**config.mk**
```make
export PLATFORM = sky130hd
export DESIGN_NAME = irq_status_agg
export DESIGN_NICKNAME = d
export VERILOG_FILES = /design/src/rtl/irq_agg_pkg.sv /design/src/rtl/irq_src_cell.sv /design/src/rtl/irq_reg_port.sv /design/src/rtl/irq_out_reg.sv /design/src/rtl/irq_status_agg.sv
export SDC_FILE = /design/constraint.sdc
export NUM_CORES = 1
export LEC_CHECK = 0
export BUFFER_PORTS_ARGS = -buffer_cell sky130_fd_sc_hd__buf_2
export CAP_MARGIN = 15
export CORE_MARGIN = 2
export CORE_UTILIZATION = 54
export CTS_CLUSTER_SIZE = 16
export DETAILED_ROUTE_END_ITERATION = 8
export PLACE_DENSITY = 0.79
export SLEW_MARGIN = 20
export SYNTH_ARGS = -nofsm -noshare
export SYNTH_HDL_FRONTEND = slang
export SYNTH_SLANG_ARGS = --single-unit
```
**constraint.sdc**
```tcl
create_clock -name clk -period 1.5 [get_ports clk]
set_input_delay 0 -clock clk [delete_from_list [all_inputs] [get_ports clk]]
set_output_delay 0 -clock clk [all_outputs]
set_load 0.02 [all_outputs]
```
**src/rtl/irq_agg_pkg.sv**
```systemverilog
package irq_agg_pkg;

   typedef enum logic [1:0] {
      BANK_STAT = 2'd0,
      BANK_IND  = 2'd1,
      BANK_EN   = 2'd2,
      BANK_NONE = 2'd3
   } bank_e;

   function automatic int words_for(input int n_bits, input int word_w);
      return (n_bits + word_w - 1) / word_w;
   endfunction

   function automatic int index_width(input int n_words);
      return (n_words > 1) ? $clog2(n_words) : 1;
   endfunction

endpackage

```
**src/rtl/irq_src_cell.sv**
```systemverilog
module irq_src_cell #(
   parameter bit IS_LEVEL = 1'b1
) (
   input  logic clk,
   input  logic rst_n,
   input  logic src_i,
   input  logic clr_i,
   input  logic en_we_i,
   input  logic en_d_i,
   output logic stat_o,
   output logic ind_o,
   output logic en_o
);

   logic set_w;
   logic ind_q;
   logic en_q;

   if (IS_LEVEL) begin : g_level
      logic samp_q;

      // During reset the sample follows the input, so the first edge after
      // release sees no difference unless the input actually moved.
      always_ff @(posedge clk) begin
         if (!rst_n) samp_q <= src_i;
         else        samp_q <= src_i;
      end

      assign set_w  = src_i ^ samp_q;
      assign stat_o = samp_q;

      // any difference from the previous sample leaves the indication set
      a_r3_level_change: assert property (@(posedge clk) disable iff (!rst_n)
         (src_i != samp_q) |=> ind_q)
         else $error("R3 level change not recorded");
   end else begin : g_event
      assign set_w  = src_i;
      assign stat_o = 1'b0;

      // a pulse sets the indication directly
      a_r4_event_direct: assert property (@(posedge clk) disable iff (!rst_n)
         src_i |=> ind_q)
         else $error("R4 event not recorded");
   end

   always_ff @(posedge clk) begin
      if (!rst_n) begin
         ind_q <= 1'b0;
         en_q  <= 1'b0;
      end else begin
         ind_q <= (ind_q & ~clr_i) | set_w;
         if (en_we_i) en_q <= en_d_i;
      end
   end

   assign ind_o = ind_q;
   assign en_o  = en_q;

   // without a clear the indication never drops
   a_r5_sticky: assert property (@(posedge clk) disable iff (!rst_n)
      (ind_q && !clr_i) |=> ind_q)
      else $error("R5 indication dropped without clear");

   // a set arriving with a clear wins
   a_r6_set_wins: assert property (@(posedge clk) disable iff (!rst_n)
      (set_w && clr_i) |=> ind_q)
      else $error("R6 clear beat a simultaneous set");

   // enable loads on write and holds otherwise
   a_r7_enable_load: assert property (@(posedge clk) disable iff (!rst_n)
      en_we_i |=> (en_q == $past(en_d_i)))
      else $error("R7 enable write lost");

   a_r7_enable_hold: assert property (@(posedge clk) disable iff (!rst_n)
      !en_we_i |=> $stable(en_q))
      else $error("R7 enable changed without write");

endmodule

```
**src/rtl/irq_reg_port.sv**
```systemverilog
module irq_reg_port
   import irq_agg_pkg::*;
#(
   parameter int N_SRC  = 20,
   parameter int DATA_W = 8,
   parameter int NW     = 3,
   parameter int WIDX_W = 2,
   parameter int ADDR_W = 4
) (
   input  logic              wr_en,
   input  logic [ADDR_W-1:0] wr_addr,
   input  logic [DATA_W-1:0] wr_data,
   input  logic [ADDR_W-1:0] rd_addr,
   input  logic [N_SRC-1:0]  stat_v,
   input  logic [N_SRC-1:0]  ind_v,
   input  logic [N_SRC-1:0]  en_v,
   output logic [N_SRC-1:0]  clr_v,
   output logic [N_SRC-1:0]  en_we_v,
   output logic [N_SRC-1:0]  en_d_v,
   output logic [DATA_W-1:0] rd_data
);

   localparam int PAD_W = NW * DATA_W;

   bank_e             wr_bank;
   bank_e             rd_bank;
   logic [WIDX_W-1:0] wr_idx;
   logic [WIDX_W-1:0] rd_idx;

   assign wr_bank = bank_e'(wr_addr[ADDR_W-1 -: 2]);
   assign rd_bank = bank_e'(rd_addr[ADDR_W-1 -: 2]);
   assign wr_idx  = wr_addr[WIDX_W-1:0];
   assign rd_idx  = rd_addr[WIDX_W-1:0];

   // Write decode, one slice per source
   for (genvar i = 0; i < N_SRC; i++) begin : g_wr
      localparam int WORD = i / DATA_W;
      localparam int BIT  = i % DATA_W;
      logic hit;
      assign hit        = wr_en && (wr_idx == WIDX_W'(WORD));
      assign clr_v[i]   = hit && (wr_bank == BANK_IND) && wr_data[BIT];
      assign en_we_v[i] = hit && (wr_bank == BANK_EN);
      assign en_d_v[i]  = wr_data[BIT];
   end

   // Read path: pad the source vectors to whole words, then select
   logic [PAD_W-1:0] stat_p;
   logic [PAD_W-1:0] ind_p;
   logic [PAD_W-1:0] en_p;

   always_comb begin
      stat_p = '0;
      ind_p  = '0;
      en_p   = '0;
      stat_p[N_SRC-1:0] = stat_v;
      ind_p[N_SRC-1:0]  = ind_v;
      en_p[N_SRC-1:0]   = en_v;
   end

   always_comb begin
      rd_data = '0;
      for (int w = 0; w < NW; w++) begin
         if (int'(rd_idx) == w) begin
            unique case (rd_bank)
               BANK_STAT: rd_data = stat_p[w*DATA_W +: DATA_W];
               BANK_IND:  rd_data = ind_p[w*DATA_W +: DATA_W];
               BANK_EN:   rd_data = en_p[w*DATA_W +: DATA_W];
               default:   rd_data = '0;
            endcase
         end
      end
   end

endmodule

```
**src/rtl/irq_out_reg.sv**
```systemverilog
module irq_out_reg #(
   parameter int N_SRC = 20
) (
   input  logic             clk,
   input  logic             rst_n,
   input  logic [N_SRC-1:0] ind_v,
   input  logic [N_SRC-1:0] en_v,
   output logic             irq_o
);

   logic irq_q;

   always_ff @(posedge clk) begin
      if (!rst_n) irq_q <= 1'b0;
      else        irq_q <= |(ind_v & en_v);
   end

   assign irq_o = irq_q;

endmodule

```
**src/rtl/irq_status_agg.sv**
```systemverilog
module irq_status_agg
   import irq_agg_pkg::*;
#(
   parameter int  N_SRC   = 20,
   parameter int  N_LEVEL = 12,
   parameter int  DATA_W  = 8,
   localparam int NW      = words_for(N_SRC, DATA_W),
   localparam int WIDX_W  = index_width(NW),
   localparam int ADDR_W  = WIDX_W + 2
) (
   input  logic              clk,
   input  logic              rst_n,
   input  logic [N_SRC-1:0]  src_in,
   input  logic              wr_en,
   input  logic [ADDR_W-1:0] wr_addr,
   input  logic [DATA_W-1:0] wr_data,
   input  logic [ADDR_W-1:0] rd_addr,
   output logic [DATA_W-1:0] rd_data,
   output logic              irq_o
);

   if (N_SRC < 1) begin : g_chk_src
      $error("N_SRC must be at least 1");
   end
   if (N_LEVEL < 0 || N_LEVEL > N_SRC) begin : g_chk_lvl
      $error("N_LEVEL must lie in 0..N_SRC");
   end
   if (DATA_W < 1) begin : g_chk_dw
      $error("DATA_W must be at least 1");
   end

   logic [N_SRC-1:0] stat_v;
   logic [N_SRC-1:0] ind_v;
   logic [N_SRC-1:0] en_v;
   logic [N_SRC-1:0] clr_v;
   logic [N_SRC-1:0] en_we_v;
   logic [N_SRC-1:0] en_d_v;

   for (genvar i = 0; i < N_SRC; i++) begin : g_src
      irq_src_cell #(
         .IS_LEVEL (i < N_LEVEL)
      ) u_cell (
         .clk     (clk),
         .rst_n   (rst_n),
         .src_i   (src_in[i]),
         .clr_i   (clr_v[i]),
         .en_we_i (en_we_v[i]),
         .en_d_i  (en_d_v[i]),
         .stat_o  (stat_v[i]),
         .ind_o   (ind_v[i]),
         .en_o    (en_v[i])
      );
   end

   irq_reg_port #(
      .N_SRC  (N_SRC),
      .DATA_W (DATA_W),
      .NW     (NW),
      .WIDX_W (WIDX_W),
      .ADDR_W (ADDR_W)
   ) u_port (
      .wr_en   (wr_en),
      .wr_addr (wr_addr),
      .wr_data (wr_data),
      .rd_addr (rd_addr),
      .stat_v  (stat_v),
      .ind_v   (ind_v),
      .en_v    (en_v),
      .clr_v   (clr_v),
      .en_we_v (en_we_v),
      .en_d_v  (en_d_v),
      .rd_data (rd_data)
   );

   irq_out_reg #(
      .N_SRC (N_SRC)
   ) u_out (
      .clk   (clk),
      .rst_n (rst_n),
      .ind_v (ind_v),
      .en_v  (en_v),
      .irq_o (irq_o)
   );

   // with every enable clear the output is low one edge later
   a_r8_all_masked: assert property (@(posedge clk) disable iff (!rst_n)
      (en_v == '0) |=> !irq_o)
      else $error("R8 interrupt with all enables clear");

   // with nothing pending the output is low one edge later
   a_r8_none_pending: assert property (@(posedge clk) disable iff (!rst_n)
      (ind_v == '0) |=> !irq_o)
      else $error("R8 interrupt with no indication");

   // clears only come from bank 1 writes
   a_r5_clear_source: assert property (@(posedge clk) disable iff (!rst_n)
      (clr_v != '0) |-> (wr_en && wr_addr[ADDR_W-1 -: 2] == 2'd1))
      else $error("R5 clear outside indication bank");

endmodule

```
* Word-level counts from Yosys, hierarchy flattened
Cells that the tools add are included.
** Operators by class
- $add $sub $neg :: 0
- Multipliers :: 0
- Div/mod/pow operators :: 0
- Order comparisons :: 0
- Equality and inequality tests :: 8
- Shifts and indexed selects :: 0
- Muxes and demuxes :: 6
- Bitwise operators :: 73
- Reduce and logical (&&, ||, !) cells :: 33
** Operator list (number)
- 8-bit one-hot mux with 3 select lines :: 2
- 1-bit logical AND :: 29
- 8-bit two-way mux :: 3
- 1-bit AND :: 20
- 20-bit AND :: 1
- 1-bit inverter :: 20
- 1-bit OR :: 20
- 20-bit OR reduction :: 1
- 1-bit XOR :: 12
- 2-bit equality test, second input constant :: 5
- 4-bit one-hot mux with 2 select lines :: 1
- 2-bit by 1-bit equality test with 1-bit output, second input constant :: 3
- 2-bit logical NOT :: 3
** Storage, ports and cells
- Flip-flop bits (word level) :: 53
- Latch bits :: 0
- Memory bits (writable) :: 0
- Memory bits (read-only) :: 0
- Bits of input ports :: 39
- Output and inout port bits :: 9
- Word-level logic and storage cells :: 173
- Memories kept :: 0

* Depth between registers and ports, before layout
- Depth in word-level cells :: 7
- Depth in mapped cells :: 6
- Gate-level depth less buffers :: 5

* By module
From an unflattened synthesis, not the netlist that was laid out.
** Second synthesis, totals
- Cell total of the unflattened synthesis :: 311
- Area total of the unflattened synthesis :: 3055.4 µm²
** By module, submodules not included
- irq_src_cell (g_src[0].u_cell ...) :: instances 12, cells each 8, area each 98.8 µm², sequential area each 60.1 µm²
- irq_reg_port :: instances 1, cells each 137, area each 1073.5 µm², sequential area each 0.0 µm²
- irq_src_cell (g_src[12].u_cell ...) :: instances 8, cells each 8, area each 81.3 µm², sequential area each 40.0 µm²
- irq_out_reg :: instances 1, cells each 14, area each 145.1 µm², sequential area each 20.0 µm²

* Least setup slack after synthesis
OpenSTA, ideal clock, no wires.
- Path type :: in2out
- Start :: input port rd_addr[2]
- End :: output port rd_data[6]
- Arrival :: 1368 ps
- Data required time :: 1500 ps
- Slack :: 132 ps
- Cell stages on the path :: 6
- Path buffers :: 2
- Cells stage by stage :: inv_1 > ha_1 > buf_2 > buf_1 > a221oi_1 > a211oi_1
** Between the ends
- Word-level cells in the longest chain between the ends :: 5
- Elaborated cells on any way between the ends :: 8
- Classes of those cells :: eq/ne (2); mux (5); reduce/logical (1)
** RTL lines
- from (decl) :: RTL line irq_status_agg.sv:17 : input logic [ADDR_W-1:0] rd_addr,
- 2-bit equality test, or another cell as far along :: RTL line irq_reg_port.sv:64 : unique case (rd_bank)
- 8-bit one-hot mux with 3 select lines :: RTL line irq_reg_port.sv:64
- 8-bit two-way mux :: RTL line irq_reg_port.sv:63 : if (int'(rd_idx) == w) begin
- 8-bit two-way mux (*) (2 in series) :: RTL line irq_reg_port.sv:63
- to (decl) :: RTL line irq_status_agg.sv:18 : output logic [DATA_W-1:0] rd_data,
Mark *: on every way between the ends. The rest lies on a longest branch, timed or not.

* Worst setup path in the final report
- Start :: register g_src[0].u_cell.en_q
- End :: output port rd_data[0]
** Between the ends
- Word-level cells in the longest chain between the ends :: 4
** RTL lines
- from (decl) :: RTL line irq_src_cell.sv:17 : logic en_q;
- from (signal assigned) :: RTL line irq_src_cell.sv:52 : if (en_we_i) en_q <= en_d_i;
- 8-bit one-hot mux with 3 select lines :: RTL line irq_reg_port.sv:64
- 8-bit two-way mux (3 in series) :: RTL line irq_reg_port.sv:63
No other way between the ends.

==> flow_summary.yaml <==
run_status:
  status: "finished clean"
cts:
  htree_levels: 2
  clk-insertion-delay-late_ps: 300
  cts-buffers-inserted: 5
  cts_tree: "yes"
  clock_path_buffers: 2
  clock_sink_count: 53
  root_buffer: "clkbuf_8"
  clkTransAtPathRegs_ps: 90
worst_setup_path:
  cp-start-kind: "register"
  critPathSlowestCell: "dfxtp_1"
  cp_slowest_stage_delay_ps: 340
  worstPathArrival_ps: 1460
  cp_cell_sequence: "a222oi_1 -> mux2_4 -> o22ai_1 -> buf_4"
  path_class: "reg -> out"
  crit_required_ps: 1500
  critPathMaxFanout: 3
  worst_setup_path_end_kind: "output port"
timing:
  skew_ps: 4.25
  fin_crit_ps: 1460
  final-hold-violation-count: 0
  setup_viol: 0
  period_share: 0.970
  slew_headroom: 0.560
  holdWs_ps: 6.62
  setup_tns_ps: 0
  worst_slew_pin_slew_ps: 660
  fmax_mhz: 687
  finalMaxSlewViolations: 0
  rsz0062_at_grt: "yes"
  setup_ws_ps: 44.8
power:
  pwr-share-seq: 0.540
  pwr-share-comb: 0.149
  internal-power_mw: 2.13
  sw_frac_of_total: 0.252
  p_leak_nw: 1.26
  pwr-share-clk: 0.311
  pwr_density_cell_nw_per_um2: 923
  ir_drop_uv: 724
  power.switching_mw: 0.717
  finalPower_mw: 2.84
layout:
  final_area_um2: 3080
  syn_to_final_growth_pct: 28.4
  layout-drive-gt1-share: 0.255
  antenna_cells: 0
  final_util: 0.712
  final_cells: 346
  final_nets: 336
synthesis:
  synth_warnings: 0
  ys_ff_latch: 53
  ys_seq_area_frac: 0.443
  postSynthAreaPerCell_um2: 10.8
  syn_nets: 266
  synth.cell_area_um2: 2400
  synth_cells: 223
  ys_types: 31
placement:
  hpwl_um: 3910
  place_inst: 314
  place_area_um2: 2710
  post-place-ws_ps: 38.4
  port_buffers: 47
  gp_congestion: 0.795
floorplanning:
  dieArea_um2: 4990
  rows: 24
  ios: 48
  start_util: 0.554
  die_w_um: 70.6
  die_y_um: 70.6
  core_area_um2: 4320
routing:
  vias: 2075
  drtIter0Drc: 262
  drtAntennaViolNets: 0
  wl_um: 5970
  drc_errors: 0
  firstDrtPassIters: 7
  wire_per_inst_um: 17.3
  routed_via_density: 6.00
global_routing:
  gr-usage-all-layers: 0.244
  grt_pass1_vias: 1966
  grt_pass1_wl_um: 9530
  grt_remaining_overflow: 0
  antenna_found_initial: 0
  grt_max_degree: 42
job:
  cap_viol_max_count: 0
worst_hold_path:
  hp-class: "in -> reg"
-- cell type report --
type                    instances  area, um^2
repair buffers                 77         549
inverters                       3        11.3
clock buffers                   7        96.3
well taps                      52        65.1
fillers                       345        1240
multi-input cells             153        1290
flip-flops and latches         53        1060
clock inverters                 1        5.00
-- cell usage in the layout (no fill, tap or decap), types with 3 or more instances in the layout --
cell | synthesis | final
a21boi_0 | 20 | 20
inv_1 | 3 | 3
dfxtp_1 | 53 | 51
nor2b_1 | 20 | 20
a221oi_1 | 7 | 7
o21a_1 | 21 | 21
dlygate4sd3_1 | 0 | 22
buf_2 | 2 | 45
a211oi_1 | 4 | 4
xor2_1 | 12 | 12
a22oi_1 | 8 | 8
a222oi_1 | 12 | 12
a22o_1 | 3 | 3
o22ai_1 | 4 | 3
clkbuf_8 | 0 | 7
ha_1 | 4 | 3
mux2i_1 | 20 | 20
buf_4 | 1 | 7
-- worst paths after layout --
path / start / to / slack, ps / cells after the start
max reg2reg: g_src[13].u_cell.ind_o / u_out.irq_o / 200 / 4
min reg2reg: g_src[15].u_cell.en_o / g_src[15].u_cell.en_o / 550 / 2
min: wr_data[7] / g_src[15].u_cell.en_o / 7 / 3
max: g_src[0].u_cell.en_o / rd_data[0] / 40 / 4
-- registers in the layout, summed over array words and instances (netlist names) --
register	cells
g_src.u_cell.en_o	20
g_src.u_cell.stat_o	12
g_src.u_cell.ind_o	20
u_out.irq_o	1
-- cell families (layout without fill, tap and decap cells) --
family | Yosys count | in the layout | share of synthesized area
AOI/OAI and AO/OA | 79 | 79 | 0.263
xor gates and xnor gates | 12 | 12 | 0.0438
adders and majority gates | 4 | 4 | 0.0209
buffers and inverters | 17 | 88 | 0.0298
DFF | 53 | 53 | 0.443
muxes | 24 | 24 | 0.102
and+or+nand+nor | 34 | 34 | 0.0976
-- cell usage after synthesis, drive strengths merged --
| library cell | number | area (um^2) |
|---|---|---|
| a211oi | 4 | 30.0 |
| a21boi | 20 | 150 |
| a221oi | 7 | 61.3 |
| a222oi | 12 | 120 |
| a22o | 3 | 26.3 |
| a22oi | 8 | 60.1 |
| and3 | 1 | 6.26 |
| buf | 5 | 25.0 |
| clkbuf | 9 | 35.0 |
| dfxtp | 53 | 1060 |
| ha | 4 | 50.1 |
| inv | 3 | 11.3 |
| mux2 | 4 | 45.0 |
| mux2i | 20 | 200 |
| nand2 | 1 | 3.75 |
| nand3 | 2 | 10.0 |
| nand3b | 2 | 15.0 |
| nand4 | 1 | 6.26 |
| nor2 | 1 | 3.75 |
| nor2b | 20 | 125 |
| nor3b | 4 | 46.3 |
| o21a | 21 | 158 |
| o22ai | 4 | 25.0 |
| or2 | 1 | 6.26 |
| or3b | 1 | 11.3 |
| xor2 | 12 | 105 |
-- critical path, delay by kind of cell, from the launching register on --
| family | cells | cell delay, ps |
|---|---|---|
| flops | 1 | 340 |
| mux | 1 | 210 |
| compound gates | 2 | 430 |
| buf+inv | 1 | 180 |
-- layer usage --
layer | vias up | global-route usage | share of wire
li1 | 985 | - | -
met1 | 1000 | 0.337 | 0.46
met2 | 84 | 0.396 | 0.47
met3 | 6 | 0.0427 | 0.062
met4 | 0 | 0.0692 | 0.011
met5 | - | 0 | 0
-- power by group through the flow --
stage                     Clock, mW  Combinational [mW]  Sequential [mW]
after floorplan                   0               0.224             1.55
after global placement            0               0.354             1.56
after detailed placement          0               0.363             1.57
after CTS                     0.888               0.407             1.53
after global routing          0.928               0.462             1.54
final                         0.884               0.423             1.53
-- repair_timing --
action                                  4_1_cts  5_1_grt
endpoints found under the setup margin        0        4
hold buffers                                 22        0
setup buffers                                 0        2
endpoints found under the hold margin        22        0
gates resized for setup                       0       10
No activity file was read; power rests on OpenSTA's default activity.
